--- src/rtl/rstgen_pkg.sv ---
package rstgen_pkg;

    typedef enum logic [1:0] {
        ST_IDLE   = 2'd0,
        ST_DRIVE  = 2'd1,
        ST_SETTLE = 2'd2
    } seq_state_t;

    typedef enum logic [2:0] {
        CAUSE_POR    = 3'd0,
        CAUSE_LVR    = 3'd1,
        CAUSE_CLKMON = 3'd2,
        CAUSE_WDOG   = 3'd3,
        CAUSE_ILLADR = 3'd4,
        CAUSE_EXTPIN = 3'd5
    } cause_t;

    // Number of synchronous internal request lines (all but power-on)
    localparam int unsigned NUM_SYNC_REQ = 4;

endpackage

--- src/rtl/rstgen_reqdet.sv ---
// Rising-edge detection on the synchronous request lines plus a
// fixed-priority encoder. Index 0 has the highest priority; the code
// of index i is i+1 (code 0 is reserved for power-on).
module rstgen_reqdet
    import rstgen_pkg::*;
#(
    parameter int unsigned N = NUM_SYNC_REQ
) (
    input  logic         clk,
    input  logic         por,
    input  logic [N-1:0] req,
    output logic         new_req,
    output cause_t       new_code
);

    logic [N-1:0] req_q;
    logic [N-1:0] rise;

    always_ff @(posedge clk or posedge por) begin
        if (por) begin
            req_q <= '0;
        end else begin
            req_q <= req;
        end
    end

    assign rise    = req & ~req_q;
    assign new_req = |rise;

    always_comb begin
        new_code = CAUSE_EXTPIN;
        for (int i = N - 1; i >= 0; i--) begin
            if (rise[i]) begin
                new_code = cause_t'(3'(i + 1));
            end
        end
    end

endmodule

--- src/rtl/rstgen_timer.sv ---
// Loadable down-counter; zero flags the last cycle of an interval.
module rstgen_timer #(
    parameter int unsigned W         = 9,
    parameter logic [W-1:0] RESET_VAL = '1
) (
    input  logic         clk,
    input  logic         por,
    input  logic         load,
    input  logic [W-1:0] load_val,
    output logic         zero
);

    logic [W-1:0] cnt_q;

    always_ff @(posedge clk or posedge por) begin
        if (por) begin
            cnt_q <= RESET_VAL;
        end else if (load) begin
            cnt_q <= load_val;
        end else if (cnt_q != '0) begin
            cnt_q <= cnt_q - 1'b1;
        end
    end

    assign zero = (cnt_q == '0);

endmodule

--- src/rtl/rstgen_top.sv ---
module rstgen_top
    import rstgen_pkg::*;
#(
    parameter int unsigned ASSERT_CYCLES = 512,
    parameter int unsigned SETTLE_CYCLES = 256
) (
    input  logic       clk_pll,
    input  logic       req_por,
    input  logic       req_lvr,
    input  logic       req_clkmon,
    input  logic       req_wdog,
    input  logic       req_illadr,
    input  logic       pin_level,
    output logic       pin_drive_low,
    output logic       sys_reset,
    output logic [2:0] cause
);

    localparam int unsigned MAXC = (ASSERT_CYCLES > SETTLE_CYCLES) ? ASSERT_CYCLES : SETTLE_CYCLES;
    localparam int unsigned CW   = $clog2(MAXC + 1);
    localparam logic [CW-1:0] DRIVE_LOAD  = CW'(ASSERT_CYCLES - 1);
    localparam logic [CW-1:0] SETTLE_LOAD = CW'(SETTLE_CYCLES - 1);

    seq_state_t state_q, state_d;
    cause_t     cause_q, cause_d;
    logic       tmr_load;
    logic [CW-1:0] tmr_val;
    logic       tmr_zero;
    logic       new_req;
    cause_t     new_code;
    logic [NUM_SYNC_REQ-1:0] sync_req;

    // Index order is the priority order
    assign sync_req = {req_illadr, req_wdog, req_clkmon, req_lvr};

    rstgen_reqdet #(.N(NUM_SYNC_REQ)) u_reqdet (
        .clk      (clk_pll),
        .por      (req_por),
        .req      (sync_req),
        .new_req  (new_req),
        .new_code (new_code)
    );

    rstgen_timer #(.W(CW), .RESET_VAL(DRIVE_LOAD)) u_timer (
        .clk      (clk_pll),
        .por      (req_por),
        .load     (tmr_load),
        .load_val (tmr_val),
        .zero     (tmr_zero)
    );

    // State register
    always_ff @(posedge clk_pll or posedge req_por) begin
        if (req_por) begin
            state_q <= ST_DRIVE;
            cause_q <= CAUSE_POR;
        end else begin
            state_q <= state_d;
            cause_q <= cause_d;
        end
    end

    // Next state, timer control and cause update
    always_comb begin
        state_d  = state_q;
        cause_d  = cause_q;
        tmr_load = 1'b0;
        tmr_val  = DRIVE_LOAD;
        unique case (state_q)
            ST_IDLE: begin
                if (new_req || !pin_level) begin      // start
                    state_d  = ST_DRIVE;
                    tmr_load = 1'b1;
                    cause_d  = new_req ? new_code : CAUSE_EXTPIN;
                end
            end
            ST_DRIVE: begin
                if (new_req) begin                     // restart
                    tmr_load = 1'b1;
                    if (new_code < cause_q) cause_d = new_code;
                end else if (tmr_zero) begin           // release
                    state_d  = ST_SETTLE;
                    tmr_load = 1'b1;
                    tmr_val  = SETTLE_LOAD;
                end
            end
            ST_SETTLE: begin
                if (new_req) begin                     // restart
                    state_d  = ST_DRIVE;
                    tmr_load = 1'b1;
                    if (new_code < cause_q) cause_d = new_code;
                end else if (tmr_zero) begin           // sample
                    state_d = ST_IDLE;
                    if (!pin_level) cause_d = CAUSE_EXTPIN;
                end
            end
            default: begin
                state_d = ST_IDLE;
            end
        endcase
    end

    // Outputs
    always_comb begin
        pin_drive_low = (state_q == ST_DRIVE);
        sys_reset     = (state_q != ST_IDLE);
        cause         = cause_q;
    end

endmodule

--- config.mk ---
export PLATFORM = sky130hd
export DESIGN_NAME = rstgen_top
export DESIGN_NICKNAME = d
export VERILOG_FILES = /design/src/rtl/rstgen_pkg.sv /design/src/rtl/rstgen_reqdet.sv /design/src/rtl/rstgen_timer.sv /design/src/rtl/rstgen_top.sv
export SDC_FILE = /design/constraint.sdc
export NUM_CORES = 1
export LEC_CHECK = 0
export ABC_AREA = 1
export BUFFER_PORTS_ARGS = -buffer_cell sky130_fd_sc_hd__buf_2
export CORE_UTILIZATION = 63
export DETAILED_ROUTE_END_ITERATION = 10
export PLACE_DENSITY_LB_ADDON = 0.25
export SETUP_SLACK_MARGIN = 0.02
export SYNTH_ARGS = -nofsm -noshare
export SYNTH_HDL_FRONTEND = slang
export SYNTH_HIERARCHICAL = 1
export SYNTH_SLANG_ARGS = --single-unit
export TNS_END_PERCENT = 30
--- constraint.sdc ---
create_clock -name clk_pll -period 4.9 [get_ports clk_pll]
set_input_delay 0.245 -clock clk_pll [delete_from_list [all_inputs] [get_ports clk_pll]]
set_output_delay 0.245 -clock clk_pll [all_outputs]
set_load 0.02 [all_outputs]
==> flow_summary.toml, run 1 <==
[global_routing]
antenna_found_initial = 0
grt_pass1_wl_mm = 4.97
grt_max_degree = 13
grt_busiest_layer = "met2"
grt.total_usage_pct = 27.0
grtUsageMet1_pct = 36.0
met2_usage_pct = 46.1
gr-total-overflow = 0
grt_pass1_vias = 1217
use_met3_pct = 2.80

[pwr]
power_density_nw_per_um2 = 633
clockPowerShare_pct = 8.2
p_leak_nw = 0.809
power.switching_mw = 0.489
combinationalPowerShare_pct = 58.8
p_int_mw = 0.479
seq_power_share_pct = 33.0
peakVddDrop_mv = 0.375
p_sw_share_pct = 50.5

[final_layout]
multi_input_comb_area_um2 = 783
fin_util_pct = 76.4
nNetsFinal = 233
seqCellArea_um2 = 488
antenna_cells = 0
n_fill_cell = 163
drive_gt1_share_pct = 22.6
fin_cells = 244
syn_to_final_growth_pct = 10.8

[clock_network]
cts_num_sinks = 19
tritoncts = "yes"
cts.clk_slew.worst_paths_ps = 100
clk_latency_ps = 290
cts_resized = 0
cts_root_buf = "clkbuf_4"
cts_buffers = 3
hold_buffers = 1
cts_setup_buffers = 0
cts-htree-levels = 1
cts_buffer_depth = 2

[yosys]
syn_inst = 195
synth_warnings = 6
dominantRegCellSynth = "dfstp_2"
yosysUniqueCellTypes = 27
synth-edff-count = 0
async_reset_ff_share_pct = 100
synth-seq-cells = 19
netlist_area_um2 = 1380
yosysSeqAreaShare_pct = 35.4
syn_avg_cell_area_um2 = 7.08

[worst_setup_path]
cp_common_cell = "inv_2"
slowest_delay_ps = 660
endpoint_kind = "flop"
crit_arrival_ps = 2980
cp.required_ps = 5130
cp_max_fo = 12
path_class = "flop to flop"
start_kind = "flop"
cp_slowest_cell = "o22ai_1"
worstPathCellList = "inv_2, ha_1, inv_2, nor2_2, nand3_2, nor2_4, nand3_2, inv_1, o21ai_0, o22ai_1, inv_2, nand4_4, inv_2, a21oi_1"

[outcome]
outcome = "finished clean"

[timing]
finClkSkew_ps = 6.76
finalSetupViolCount = 0
drv_slew = 0
fin_tns_setup_ps = 0
hold_violations = 0
worst_slack_ps = 2150
period_share_pct = 56.1
relSlewSlack_pct = 44.4
rsz0062_at_grt = "false"
clock.fmax_mhz = 363
tightest_slew_ps = 834
hold_slack_ps = 75.5
fin_crit_ps = 2750

[route]
via_per_inst = 5.13
drt_iter0_drc = 44
ant_nets = 0
dr.pass1.iters = 4
wl_mm = 2.81
route.detailed.drc = 0
wl_per_cell_um = 11.5
vias = 1251

[floorplan]
pin_count = 12
die-area_um2 = 2380
die_y_um = 48.8
dieWidth_um = 48.8
core_area_um2 = 2000
start_util_pct = 68.9
fp-row-count = 16

[placement]
gp_congestion = 0.926
place_ws_ps = 2210
dp.cells = 239
hpwlAfterDp_mm = 2.24
io_buffers = 11

[min_path]
hold_path.class = "input port to flop"

[run]
cap_violations = 0
## final timing paths
path,start,to,slack (ps),cells past startpoint
min in group asynchronous,req_por,u_reqdet/req_q[3],400,3
hold / removal,req_wdog,u_reqdet/req_q[2],80,1
max in group asynchronous,req_por,u_timer/cnt_q[6],4070,3
hold reg to reg,state_q[0],state_q[0],520,2
setup / recovery,u_timer/cnt_q[0],u_timer/cnt_q[5],2150,14
setup reg to reg,u_timer/cnt_q[0],u_timer/cnt_q[5],2150,14
## cells in the final DEF (no fill, tap or decap), types with 2 or more instances in the layout
master and instances:
nor2_1 14, o211ai_1 3, nand2_2 5, nor2_4 4, inv_2 6, nand3_2 2
nand2_1 56, o21ai_1 5, conb_1 9, o21ai_0 9, a21oi_1 9, dfstp_2 10
buf_2 11, clkinv_1 2, clkbuf_4 3, dfrtp_1 9, inv_1 27, ha_1 8
nor2_2 5, nand3_1 10
## power groups by stage
stage	clock network (mW)	logic (mW)	registers [mW]
after floorplan	0	0.426	0.324
after global placement	0	0.537	0.318
after detailed placement	0	0.561	0.322
after CTS	0.0820	0.567	0.319
after global routing	0.0861	0.656	0.329
final	0.0791	0.569	0.320
## cells in the mapped netlist (3+ instances only)
cell type | number | area share, %
nor2_2 | 5 | 2.3
dfrtp_1 | 9 | 16
o211ai_1 | 3 | 1.6
inv_2 | 6 | 1.6
nand2_2 | 5 | 2.3
nand2_1 | 56 | 15
inv_1 | 27 | 7.3
dfstp_2 | 10 | 19
o21ai_1 | 5 | 1.8
nor2_4 | 4 | 3.3
nand3_1 | 10 | 3.6
a21oi_1 | 9 | 3.3
ha_1 | 8 | 7.3
o21ai_0 | 9 | 3.3
nor2_1 | 14 | 3.8
## critical path: cells and delay by family, from the launching register on
| kind | cells | cell delay [ps] |
|---|---|---|
| AO/OA/AOI/OAI | 3 | 870 |
| AND/OR/NAND/NOR | 5 | 670 |
| buffers and inverters | 5 | 520 |
| flip-flops | 1 | 390 |
| adder cells (fa/ha/maj) | 1 | 240 |
## final cells by class
| type | count | area share, % |
|---|---|---|
| clock inverter | 1 | 0.327 |
| clock buffer | 3 | 1.47 |
| tap | 27 | 2.21 |
| timing repair buffer | 12 | 4.26 |
| sequential | 19 | 31.9 |
| multi-input combinational | 147 | 51.2 |
| inverter | 35 | 8.59 |
## registers in the layout, summed over array words and instances (netlist names)
register,cells
u_timer/cnt_q,10
u_reqdet/req_q,4
cause,3
state_q,2
## per-stage QoR
step	cell area [µm²]	power (mW)
2_1_floorplan	1410	0.750
3_3_place_gp	1490	0.855
3_5_place_dp	1490	0.883
4_1_cts	1530	0.967
5_1_grt	1530	1.07
6_report	1530	0.968
## per-layer routing
metal  wire (µm)  share of wire (%)
met2        1400                 50
met4           9               0.32
met3          59                2.1
met5           0                  0
met1        1350                 48
## cells by family (layout without fill, tap and decap cells)
group	after synthesis	in the layout	synth area share, %
other cells	2	9	0.544
simple gates	100	100	34.8
fa+ha+maj	8	8	7.25
buf+inv	36	51	9.79
xor+xnor	1	1	0.635
flops	19	19	35.4
compound gates	29	29	11.6
(Power assumes the default switching activity.)
==> run 2: changes to the inputs <==
--- a/config.mk
+++ b/config.mk
@@ -7,7 +7,7 @@
 export LEC_CHECK = 0
 export ABC_AREA = 1
 export BUFFER_PORTS_ARGS = -buffer_cell sky130_fd_sc_hd__buf_2
-export CORE_UTILIZATION = 63
+export CORE_UTILIZATION = 53
 export DETAILED_ROUTE_END_ITERATION = 10
 export PLACE_DENSITY_LB_ADDON = 0.25
 export SETUP_SLACK_MARGIN = 0.02
==> constraint.sdc (replaced) <==
create_clock -name clk_pll -period 2.45 [get_ports clk_pll]
set_input_delay 0.1225 -clock clk_pll [delete_from_list [all_inputs] [get_ports clk_pll]]
set_output_delay 0.1225 -clock clk_pll [all_outputs]
set_load 0.02 [all_outputs]
==> flow_summary.toml, run 2 (synthesis gave the netlist of run 1 again) <==
[final_layout]
nNetsFinal = 241
antenna_cells = 0
final_common_cell = "nand2_1"
multi_input_comb_area_um2 = 791
largest_reg_flops = 10
n_fill_cell = 233
drive_gt1_share_pct = 24.0
final_cell_mix = "nand2_1, inv_1, nor2_1"
max_flop_register = "u_timer/cnt_q"
syn_to_final_growth_pct = 16.9
seqCellArea_um2 = 488

[floorplan]
core_area_um2 = 2480
die-area_um2 = 2810
pin_count = 12
fp-row-count = 18
dieWidth_um = 53.0
start_util_pct = 55.7
die_y_um = 53.0

[pwr]
p_int_mw = 1.03
power.switching_mw = 0.986
peakVddDrop_mv = 0.847
clockPowerShare_pct = 8.2
seq_power_share_pct = 31.9
p_sw_share_pct = 48.9
power_density_nw_per_um2 = 1250
combinationalPowerShare_pct = 59.9
p_leak_nw = 0.841

[route]
route.detailed.drc = 0
drt_iter0_drc = 23
wl_per_cell_um = 11.3
ant_nets = 0
wl_mm = 2.88
via_per_inst = 4.97
dr.pass1.iters = 4
vias = 1267

[timing]
fin_tns_setup_ps = 0
finClkSkew_ps = 2.01
hold_slack_ps = 259
drv_slew = 0
rsz0062_at_grt = "false"
hold_violations = 0
finalSetupViolCount = 0
period_share_pct = 88.7
fin_crit_ps = 2170
clock.fmax_mhz = 460

[clock_network]
cts_buffers = 3
tritoncts = "yes"
cts_buffer_depth = 2
cts_root_buf = "clkbuf_4"
cts.clk_slew.worst_paths_ps = 120
clk_latency_ps = 290
cts_num_sinks = 19
cts-htree-levels = 1

[global_routing]
grt_pass1_vias = 1228
antenna_found_initial = 0
gr-total-overflow = 0
grt.total_usage_pct = 24.4
grt_max_degree = 13
grt_pass1_wl_mm = 4.99

[worst_setup_path]
cp_max_fo = 9
path_class = "flop to flop"
r2r_cells = 15
r2r_end = "u_timer/cnt_q[0]"
rrSetupSlack_ps = 280
cp.required_ps = 2680
crit_arrival_ps = 2400
start_kind = "flop"
r2r_start = "u_timer/cnt_q[0]"
endpoint_kind = "flop"

[min_path]
hold_path.class = "input port to asynchronous set/reset pin"

[placement]
gp_congestion = 0.894
hpwlAfterDp_mm = 2.26
io_buffers = 11

[outcome]
outcome = "finished clean"

[run]
cap_violations = 0
run 2: power groups by stage:
stage               logic, mW  clock network (mW)  registers (mW)
floorplan               0.852                   0           0.649
finish                   1.21               0.166           0.643
detailed placement       1.12                   0           0.647
global route             1.39               0.189           0.661
CTS                      1.13               0.174           0.640
global placement         1.10                   0           0.640
run 2: worst max-delay path: stages (launching register included):
cell	delay, ps
dfstp_2	390
inv_2	80
ha_2	220
inv_2	50
nor2_4	100
nand3_2	100
nor2_4	110
nand3_2	100
inv_1	80
o21ai_0	80
o22ai_1	270
buf_4	210
nand2_1	60
o21ai_0	80
nand2_1	90
o21ai_1	90
run 2: routing by layer:
layer  track usage (%)  wire, µm  vias up  share of wire [%]
li1                  -         -      660                  -
met1              26.2      1230      589                 43
met2              47.5      1580       16                 55
met3              3.74        52        2                1.8
met4              7.89        15        0               0.52
met5                 0         0        -                  0
run 2: through the flow:
stage | util, % | total power, mW | cells | area, µm² | setup WS, ps
after global placement | 60.7 | 1.74 | 243 | 1500 | 405
after CTS | 63.9 | 1.95 | 252 | 1580 | 236
after detailed placement | 60.7 | 1.77 | 243 | 1500 | 277
after floorplan | - | 1.50 | 202 | 1410 | 372
after global routing | 65.1 | 2.24 | 255 | 1610 | 21.4
final | 65.1 | 2.02 | 255 | 1610 | 278
run 2: cell type report:
class                      instances  share of cell area [%]
timing repair buffer              20                    8.38
inverter                          35                    8.15
clock buffer                       3                    1.40
clock inverter                     1                   0.465
tap                               30                    2.33
sequential                        19                    30.3
multi-input combinational        147                    49.0
run 2: timing repair:
action,in CTS,in global routing
setup buffers,0,3
endpoints found under the hold margin,14,0
setup endpoints to repair,0,3
gates resized for setup,0,2
hold buffers,5,0
run 2: worst max path at each step:
stage	cells past startpoint	from	to
6_report	15	u_timer/cnt_q[0]	u_timer/cnt_q[0]
5_1_grt	15	u_timer/cnt_q[1]	u_timer/cnt_q[0]
4_1_cts	15	u_timer/cnt_q[0]	u_timer/cnt_q[0]
3_5_place_dp	15	u_timer/cnt_q[0]	u_timer/cnt_q[0]
3_3_place_gp	15	u_timer/cnt_q[0]	u_timer/cnt_q[1]
2_1_floorplan	15	u_timer/cnt_q[0]	u_timer/cnt_q[1]
==> run 3: changes to the inputs <==
--- a/config.mk
+++ b/config.mk
@@ -5,8 +5,8 @@
 export SDC_FILE = /design/constraint.sdc
 export NUM_CORES = 1
 export LEC_CHECK = 0
-export ABC_AREA = 1
 export BUFFER_PORTS_ARGS = -buffer_cell sky130_fd_sc_hd__buf_2
+export CORE_MARGIN = 3
 export CORE_UTILIZATION = 53
 export DETAILED_ROUTE_END_ITERATION = 10
 export PLACE_DENSITY_LB_ADDON = 0.25
==> flow_summary.toml, run 3 <==
[outcome]
outcome = "finished clean"

[worst_setup_path]
rrSetupSlack_ps = 110
start_kind = "flop"
cp_slowest_cell = "or4b_4"
r2r_start = "u_timer/cnt_q[1]"
slowest_delay_ps = 490
worstPathCellList = "inv_1, ha_2, or4b_4, nor3_4, nand2b_4, a21oi_4, nor3_2, mux2_4"
crit_family = "simple AND/OR/NAND/NOR gates"
cp.buffers_inverters = 1
r2r_cells = 8
path_class = "flop to flop"
cp.required_ps = 2640
cp_max_fo = 6
r2r_end = "cause[2]"
endpoint_kind = "flop"
crit_arrival_ps = 2530

[route]
wl_mm = 3.16
route.detailed.drc = 0
vias = 1256
via_per_inst = 5.98
ant_nets = 0
dr.pass1.iters = 4
drt_iter0_drc = 36
wl_per_cell_um = 15.0

[yosys]
synthAdderAreaFrac_pct = 7.04
syn_inst = 155
synth-seq-cells = 19
syn_avg_cell_area_um2 = 9.17
netlist_area_um2 = 1420
dominantRegCellSynth = "dfstp_2"
async_reset_ff_share_pct = 100
synth_simple_gate_area_share_pct = 23.2
yosysUniqueCellTypes = 56
synthTopCellsByArea = "dfstp_2, dfrtp_1, ha_1"
yosysSeqAreaShare_pct = 34.3
synth_top_cell_area_share_pct = 18.5
synth_compound_area_share_pct = 24.3
yosysTopAreaCell = "dfstp_2"
synth_xor_area_share_pct = 1.23
synthMuxAreaShare_pct = 1.58
synth_warnings = 6
synth_top_family_by_area = "compound AO/OA/AOI/OAI gates"
yosysMostFrequentCell = "inv_1"
synth-edff-count = 0
ys_top_cells_by_count = "inv_1, nor2_1, dfstp_2"

[timing]
tightest_slew_ps = 946
clock.fmax_mhz = 427
fin_crit_ps = 2340
drv_slew = 0
period_share_pct = 95.6
hold_violations = 0
fin_tns_setup_ps = 0
finalSetupViolCount = 0
finClkSkew_ps = 4.71
rsz0062_at_grt = "true"
worst_slack_ps = 108
relSlewSlack_pct = 36.1
hold_slack_ps = 280

[final_layout]
fin_cells = 210
final_common_cell = "inv_1"
final_cell_mix = "inv_1, nor2_1, buf_2"
multi_input_comb_area_um2 = 883
drive_gt1_share_pct = 27.2
nNetsFinal = 196
largest_reg_flops = 10
seqCellArea_um2 = 488
syn_to_final_growth_pct = 16.5
n_fill_cell = 211
max_flop_register = "u_timer/cnt_q"
fin_util_pct = 65.7
antenna_cells = 0
stdcell_area_um2 = 1660

[placement]
place_area_um2 = 1540
dp.cells = 200
hpwlAfterDp_mm = 2.34
gp_congestion = 0.864
io_buffers = 11
place_ws_ps = 23.6

[clock_network]
cts_buffer_depth = 2
tritoncts = "yes"
cts_root_buf = "clkbuf_4"
cts_buffers = 3
cts.clk_slew.worst_paths_ps = 110
clk_latency_ps = 290
cts_num_sinks = 19
cts-htree-levels = 1

[run]
cap_violations = 0

[pwr]
power_density_nw_per_um2 = 1050
p_leak_nw = 0.719
peakVddDrop_mv = 0.722
fin_total_pwr_mw = 1.74

[min_path]
hold_path.class = "input port to asynchronous set/reset pin"

[global_routing]
gr-total-overflow = 0
antenna_found_initial = 0
grt.total_usage_pct = 20.1
grt_pass1_wl_mm = 5.29
grt_pass1_vias = 1230
grt_max_degree = 12

[floorplan]
fp-row-count = 18
core_area_um2 = 2520
pin_count = 12
die_y_um = 57.8
start_util_pct = 56.3
dieWidth_um = 57.8
die-area_um2 = 3340
==> run 3: changes by cell type in the layout (fill, tap and decap cells not counted), sizes merged, moves of 6 or more <==
cell   change
nand2     -53
inv       -18
nor2      -12
nand3     -11
o21ai      -8
nor2b      +6
==> run 3: repair_timing <==
action                                  in CTS  in global routing
pin swaps                                    0                  2
cloned                                       0                  0
resized for setup                            1                  7
hold buffers                                 5                  0
setup buffers                                0                  1
endpoints found under the setup margin       1                  7
endpoints found under the hold margin       14                  0
==> run 3: worst reg2reg max path, delay by kind of cell (launching register included) <==
family	cells	cell delay [ps]
DFF	1	400
and+or+nand+nor	4	1180
muxes	1	330
adders and majority gates	1	180
AOI/OAI and AO/OA	1	80
buffers and inverters	1	70
==> run 3: kinds of logic after synthesis <==
kind of cell / after synthesis
other: 2
multiplexers: 2
buffers and inverters: 25
adder cells (fa/ha/maj): 8
flip-flops: 19
AO/OA/AOI/OAI: 46
XOR/XNOR: 2
AND/OR/NAND/NOR: 51
==> run 3: how the worst max path moves through the flow <==
stage,startpoint,to,cells past startpoint
after global placement,u_timer/cnt_q[0],cause[2],8
after global routing,req_clkmon,cause[0],9
after CTS,u_timer/cnt_q[0],cause[2],8
final,u_timer/cnt_q[1],cause[2],8
after floorplan,u_timer/cnt_q[0],u_timer/cnt_q[7],12
after detailed placement,u_timer/cnt_q[1],cause[2],8
==> run 3: power breakdown <==
group / total [mW] / switching (mW) / internal, mW
clock network: 0.159 / 0.0958 / 0.0633
registers: 0.666 / 0.180 / 0.487
logic: 0.917 / 0.486 / 0.431
total: 1.74 / 0.762 / 0.981
==> run 3: layout make-up <==
type                            count  area share (%)
Sequential cell                    19            29.5
Inverter                           15            3.40
Multi-Input combinational cell    118            53.3
Tap cell                           30            2.27
Clock buffer                        4            1.59
Timing Repair Buffer               24            9.97
==> run 3: per-layer routing <==
metal	share of wire (%)	track usage, %	up-vias	wire, µm
met2	53	36.0	28	1660
met5	0	0	-	0
li1	-	-	609	-
met4	2.2	12.3	0	69
met3	3.1	2.45	10	99
met1	42	22.7	609	1330
